### src/rtl/line_stamp_engine.sv
module line_stamp_engine #(
  parameter int NSLICE = 3,
  parameter int DEPTH  = 16,
  parameter int AW     = 8
) (
  input  logic                   clk,
  input  logic                   rst_n,
  input  logic [NSLICE*32-1:0]   lines_in,
  input  logic [63:0]            sys_time,
  input  logic                   reg_wr,
  input  logic                   reg_rd,
  input  logic [AW-1:0]          reg_addr,
  input  logic [31:0]            reg_wdata,
  output logic [31:0]            reg_rdata,
  output logic                   irq
);
  localparam int NL = NSLICE * 32;
  localparam int IW = $clog2(NL);
  localparam int PW = $clog2(DEPTH);
  localparam int CW = $clog2(DEPTH + 1);
  localparam logic [AW-1:0] A_THR = AW'(8'h40);
  localparam logic [AW-1:0] A_STA = AW'(8'h41);
  localparam logic [AW-1:0] A_TLO = AW'(8'h42);
  localparam logic [AW-1:0] A_THI = AW'(8'h43);
  localparam logic [AW-1:0] A_EVT = AW'(8'h44);

  logic [NL-1:0] s1, s2, prv, en, pend, plv, chg, clr;
  logic [8:0]    thr;
  logic          ovf;
  logic [63:0]   ts_m [DEPTH];
  logic [IW-1:0] id_m [DEPTH];
  logic          lv_m [DEPTH];
  logic [PW-1:0] wp, rp;
  logic [CW-1:0] cnt;
  logic [IW-1:0] sel;
  logic          sel_v, full, do_wr, drop, pop;

  assign chg   = s2 ^ prv;
  assign full  = (cnt == CW'(DEPTH));
  assign do_wr = sel_v && !full;
  assign drop  = sel_v && full;
  assign pop   = reg_rd && (reg_addr == A_EVT) && (cnt != '0);
  assign clr   = sel_v ? (NL'(1) << sel) : '0;
  assign irq   = (32'(cnt) >= 32'(thr));

  always_comb begin
    sel_v = 1'b0;
    sel   = '0;
    for (int i = 0; i < NL; i++)
      if (pend[i] && !sel_v) begin
        sel_v = 1'b1;
        sel   = IW'(i);
      end
  end

  always_ff @(posedge clk) begin
    if (!rst_n) begin
      s1 <= '0; s2 <= '0; prv <= '0; pend <= '0; plv <= '0;
    end else begin
      s1   <= lines_in;
      s2   <= s1;
      prv  <= s2;
      pend <= ((pend & ~clr) | (chg & en)) & en;
      for (int i = 0; i < NL; i++)
        if (chg[i]) plv[i] <= s2[i];
    end
  end

  always_ff @(posedge clk) begin
    if (!rst_n) begin
      en  <= '0;
      thr <= 9'd1;
      ovf <= 1'b0;
    end else begin
      if (reg_wr) begin
        for (int s = 0; s < NSLICE; s++)
          if (reg_addr == AW'(s)) en[s*32 +: 32] <= reg_wdata;
        if (reg_addr == A_THR)
          thr <= (reg_wdata == 32'd0)   ? 9'd1 :
                 (reg_wdata > 32'd256)  ? 9'd256 : reg_wdata[8:0];
      end
      if (drop) ovf <= 1'b1;
      else if (reg_wr && reg_addr == A_STA && reg_wdata[0]) ovf <= 1'b0;
    end
  end

  always_ff @(posedge clk) begin
    if (do_wr) begin
      ts_m[wp] <= sys_time;
      id_m[wp] <= sel;
      lv_m[wp] <= plv[sel];
    end
  end

  always_ff @(posedge clk) begin
    if (!rst_n) begin
      wp <= '0; rp <= '0; cnt <= '0;
    end else begin
      if (do_wr) wp <= (wp == PW'(DEPTH - 1)) ? '0 : wp + 1'b1;
      if (pop)   rp <= (rp == PW'(DEPTH - 1)) ? '0 : rp + 1'b1;
      case ({do_wr, pop})
        2'b10:   cnt <= cnt + 1'b1;
        2'b01:   cnt <= cnt - 1'b1;
        default: cnt <= cnt;
      endcase
    end
  end

  always_ff @(posedge clk) begin
    if (!rst_n) reg_rdata <= '0;
    else if (reg_rd) begin
      reg_rdata <= '0;
      for (int s = 0; s < NSLICE; s++)
        if (reg_addr == AW'(s)) reg_rdata <= en[s*32 +: 32];
      case (reg_addr)
        A_THR: reg_rdata <= 32'(thr);
        A_STA: reg_rdata <= {16'(cnt), 14'd0, irq, ovf};
        A_TLO: reg_rdata <= (cnt != '0) ? ts_m[rp][31:0]  : 32'd0;
        A_THI: reg_rdata <= (cnt != '0) ? ts_m[rp][63:32] : 32'd0;
        A_EVT: reg_rdata <= (cnt != '0) ? {lv_m[rp], 1'b1, 14'd0, 16'(id_m[rp])} : 32'd0;
        default: ;
      endcase
    end
  end

  a_r6_thr_range: assert property (@(posedge clk) disable iff (!rst_n)
    thr >= 9'd1 && thr <= 9'd256);

  a_r8_ovf_sticky: assert property (@(posedge clk) disable iff (!rst_n)
    ovf && !(reg_wr && reg_addr == A_STA && reg_wdata[0]) |=> ovf);

  a_r8_full_drop: assert property (@(posedge clk) disable iff (!rst_n)
    full && sel_v && !pop |=> ovf && cnt == $past(cnt));

  a_r5_one_per_cycle: assert property (@(posedge clk) disable iff (!rst_n)
    1'b1 |=> (32'(cnt) <= 32'($past(cnt)) + 1) && (32'(cnt) <= DEPTH));

  a_r10_disable_clears: assert property (@(posedge clk) disable iff (!rst_n)
    reg_wr && reg_addr == AW'(0) && reg_wdata == 32'd0 |=> ##1 pend[31:0] == 32'd0);

  a_r9_empty_read: assert property (@(posedge clk) disable iff (!rst_n)
    reg_rd && reg_addr == A_EVT && cnt == '0 |=> reg_rdata[30] == 1'b0 && cnt == '0 || $past(sel_v));
endmodule

### config.mk
export PLATFORM = sky130hd
export DESIGN_NAME = line_stamp_engine
export DESIGN_NICKNAME = d
export VERILOG_FILES = /design/src/rtl/line_stamp_engine.sv
export SDC_FILE = /design/constraint.sdc
export NUM_CORES = 2
export LEC_CHECK = 0
export ABC_CLOCK_PERIOD_IN_PS = 15400
export CORE_MARGIN = 2
export CORE_UTILIZATION = 60
export DETAILED_ROUTE_END_ITERATION = 10
export PLACE_DENSITY = 0.86
export SKIP_CTS_REPAIR_TIMING = 1
export SYNTH_ARGS = -nofsm -noshare
export SYNTH_HDL_FRONTEND = slang
export SYNTH_SLANG_ARGS = --single-unit
### constraint.sdc
create_clock -name clk -period 15.4 [get_ports clk]
set_clock_uncertainty 0.2 [all_clocks]
set_input_delay 3.08 -clock clk [delete_from_list [all_inputs] [get_ports clk]]
set_output_delay 3.08 -clock clk [all_outputs]
set_load 0.02 [all_outputs]
==> run_results.csv <==
group,metric,value,unit
run_status,run_status,"finished, final reports clean",
pwr,power_density,124,nW/um^2
critical_path,rrSetupSlack,8.40,ns
pwr,p_leak,25.8,nW
die,die_h,342,um
timing,slew-limit-headroom,0.0700,
die,design.portCount,237,
final_layout,multi_input_area,20100,sq um
clocking,cts_made_buffers,172,
pwr,internal_power,0.00763,W
global_route,grt_util_all_layers,0.344,
timing,hold_ws,0.228,ns
yosys,synth_cell_types,82,
routing,viasPerCell,6.59,
critical_path,end_kind,"flip-flop",
global_route,grt_max_degree,168,
die,die-width,342,um
min_path,hp-class,"flip-flop to flip-flop",
final_layout,drive_above_1_share,0.151,
routing,drt_first_pass_iters,6,
min_path,worstHoldEndpoint,"s2[86]",
final_layout,syn_to_final_growth,14.1,%
global_route,grt_remaining_overflow,0,
critical_path,crit_fanout,33,
critical_path,r2r_cells,15,
pwr,sequentialPowerShare,0.534,
critical_path,required,15.62,ns
pwr,switchingPower,0.00206,W
critical_path,crit_top_cell,"buf_4",
final_layout,nets,5057,
final_layout,layout.area.seq,47300,sq um
min_path,hold_depth,1,
die,core,114000,sq um
global_route,grt_pass1_vias,42775,
clocking,clk-insertion-delay-late,0.80,ns
place,gp_congestion,1.05,
pwr,ir_drop,0.119,mV
routing,antenna_left,0,
clocking,clk_pin_slew,0.06,ns
clocking,htree_levels,4,
routing,wl_met1,68500,um
pwr,p_clk_frac,0.440,
yosys,syn_inst,4586,
critical_path,path_cells,"nor4_4 > nand4_2 > or3_1 > nor3_1 > o21ai_0 > o2111ai_2 > or2_2 > buf_4 > and2_1 > buf_4 > a222oi_1 > a22o_1 > o31ai_1 > a21oi_1 > a211oi_2",
critical_path,worstReg2RegEnd,"lv_m[15]",
yosys,synth_area,68700,sq um
critical_path,worst_path_max_delay_cell,"a211oi_2",
yosys,ys.flop_type,"edfxtp_1",
pwr,combPwrFrac,0.026,
critical_path,cpPeakStageDelay,0.95,ns
timing,timing.final.crit_share,0.454,
yosys,synth-seq-cells,1787,
routing,drc,0,
yosys,synth_area_per_cell,15.0,sq um
global_route,antenna_found_initial,20,
place,port_buffers,236,
clocking,clock_path_buffers,3,
critical_path,cp-start-kind,"flip-flop",
critical_path,cp.arrival,7.22,ns
routing,vias,42820,
job,maxCapViolations,0,
die,row_count,124,
timing,hold_viol,0,
timing,fmax,143,MHz
clocking,cts_tree,"yes",
final_layout,layout_commonest_cell,"edfxtp_1",
timing,slew_viol_final,0,
timing,setup_viol,0,
yosys,synthArstFlopShare,0,
yosys,yosys_warnings,0,
timing,fin_tns_setup,0,ns
die,die-area,117000,sq um
critical_path,criticalPathCategory,"flip-flop to flip-flop",
routing,wl_per_cell,30.9,um
clocking,cts.sinks,1787,
timing,tightest_slew,1.39,ns
place,hpwlAfterDp,117000,um
yosys,synth_edf_count,1152,
routing,drt_iter0_drc,6088,
routing,wl_met2,97200,um
routing,routed_wirelength,201000,um
final_layout,fillers,7189,
final_layout,utilization,0.688,
routing,highest_layer,"met5",
yosys,synth_nets,4805,
routing,routed-wl-met3,23300,um
final_layout,layout_common_cells,"1152 x edfxtp_1, 631 x dfxtp_1, 508 x nand2_1",
timing,fin_crit,7.00,ns
die,initial_core_util,0.603,
min_path,holdCritStartpoint,"s1[86]",
yosys,yosysSeqAreaShare,0.689,
global_route,grt_pass1_wl,289000,um
critical_path,r2r_start,"pend[14]",
pwr,p_sw_frac,0.213,
timing,rsz0062_at_grt,"false",
clocking,root_buffer,"clkbuf_16",
flip-flops by register name, summed over array words and instances, names as in the netlist, named ones only:
name / flops
s2: 96
plv: 96
ovf: 1
prv: 96
pend: 96
thr: 9
reg_rdata: 32
ts_m: 1024
wp: 4
en: 96
cnt: 5
lv_m: 16
s1: 96
rp: 4
id_m: 112
power by group through the flow:
| stage | sequential, W | combinational, W | clock [W] |
|---|---|---|---|
| after global routing | 0.00518 | 0.000269 | 0.00445 |
| after detailed placement | 0.00528 | 0.000244 | 0 |
| after CTS | 0.00517 | 0.000248 | 0.00428 |
| final | 0.00518 | 0.000251 | 0.00426 |
| after floorplan | 0.00527 | 0.0000989 | 0 |
| after global placement | 0.00528 | 0.000235 | 0 |
cell usage after synthesis, drive strengths merged, types with 9 or more instances:
cell / number / area (sq um)
xor2: 48 / 420
inv: 131 / 492
mux4: 354 / 7970
a22oi: 35 / 263
a21oi: 335 / 1680
o31ai: 9 / 67.6
mux2i: 69 / 691
nor4: 49 / 453
and3: 10 / 62.6
nor3: 36 / 200
nand2: 508 / 1910
and2: 290 / 1810
a31oi: 9 / 56.3
edfxtp: 1152 / 34600
a221oi: 15 / 138
a22o: 24 / 210
nand4: 23 / 169
a222oi: 9 / 90.1
buf: 54 / 267
dfxtp: 635 / 12700
xnor2: 56 / 490
nand2b: 14 / 87.6
o21ai: 199 / 996
ha: 14 / 175
nand3: 24 / 125
o211ai: 9 / 67.6
or3: 13 / 82.6
clkbuf: 169 / 634
nor2: 160 / 601
o211a: 22 / 220
cell type report:
class                           count  share of cell area
Multi-Input combinational cell   2443               0.257
Antenna cell                        7            0.000224
Tap cell                         1512              0.0241
Clock inverter                     98              0.0131
Clock buffer                      213              0.0591
Timing Repair Buffer              301              0.0366
Inverter                          133             0.00643
Sequential cell                  1787               0.604
layer usage:
layer	global-route usage	vias up
met3	0.0897	646
met1	0.428	21265
met5	0	-
met2	0.557	3131
li1	-	17762
met4	0.179	16
cells by family (layout without fill, tap and decap cells):
kind of cell               Yosys count  count (layout)  synth area share
DFF                               1787            1787             0.689
and+or+nand+nor                   1170            1170            0.0848
AOI/OAI and AO/OA                  721             721            0.0620
muxes                              430             430             0.127
buffers and inverters              356             745            0.0204
xor gates and xnor gates           104             104            0.0133
adders and majority gates           18              18           0.00328
other                                0               7                 0
critical path: cells and delay by family, from the launching register on:
family / cells / cell delay, ns
compound gates: 7 / 2.33
buf+inv: 2 / 0.87
flops: 1 / 0.38
simple gates: 6 / 2.80
worst max-delay path by stage:
stage | from | cells after the start | endpoint | slack, ns
2_1_floorplan | pend[40] | 10 | id_m[3][0] | 7.67
3_3_place_gp | reg_addr[5] | 15 | cnt[4] | 8.25
3_5_place_dp | reg_addr[4] | 15 | cnt[4] | 8.14
4_1_cts | pend[22] | 15 | lv_m[4] | 8.61
5_1_grt | pend[22] | 15 | lv_m[15] | 8.11
6_report | pend[14] | 15 | lv_m[15] | 8.40
metrics by stage:
step	setup slack (ns)	power, W	instance area [sq um]	std cells
CTS	8.61	0.00970	78400	6487
global route	8.11	0.00989	78400	6493
finish	8.40	0.00969	78400	6494
detailed placement	8.14	0.00552	72700	6176
global placement	8.25	0.00551	72700	6176
floorplan	7.67	0.00536	68700	4586
No activity file was read; power rests on OpenSTA's default activity.
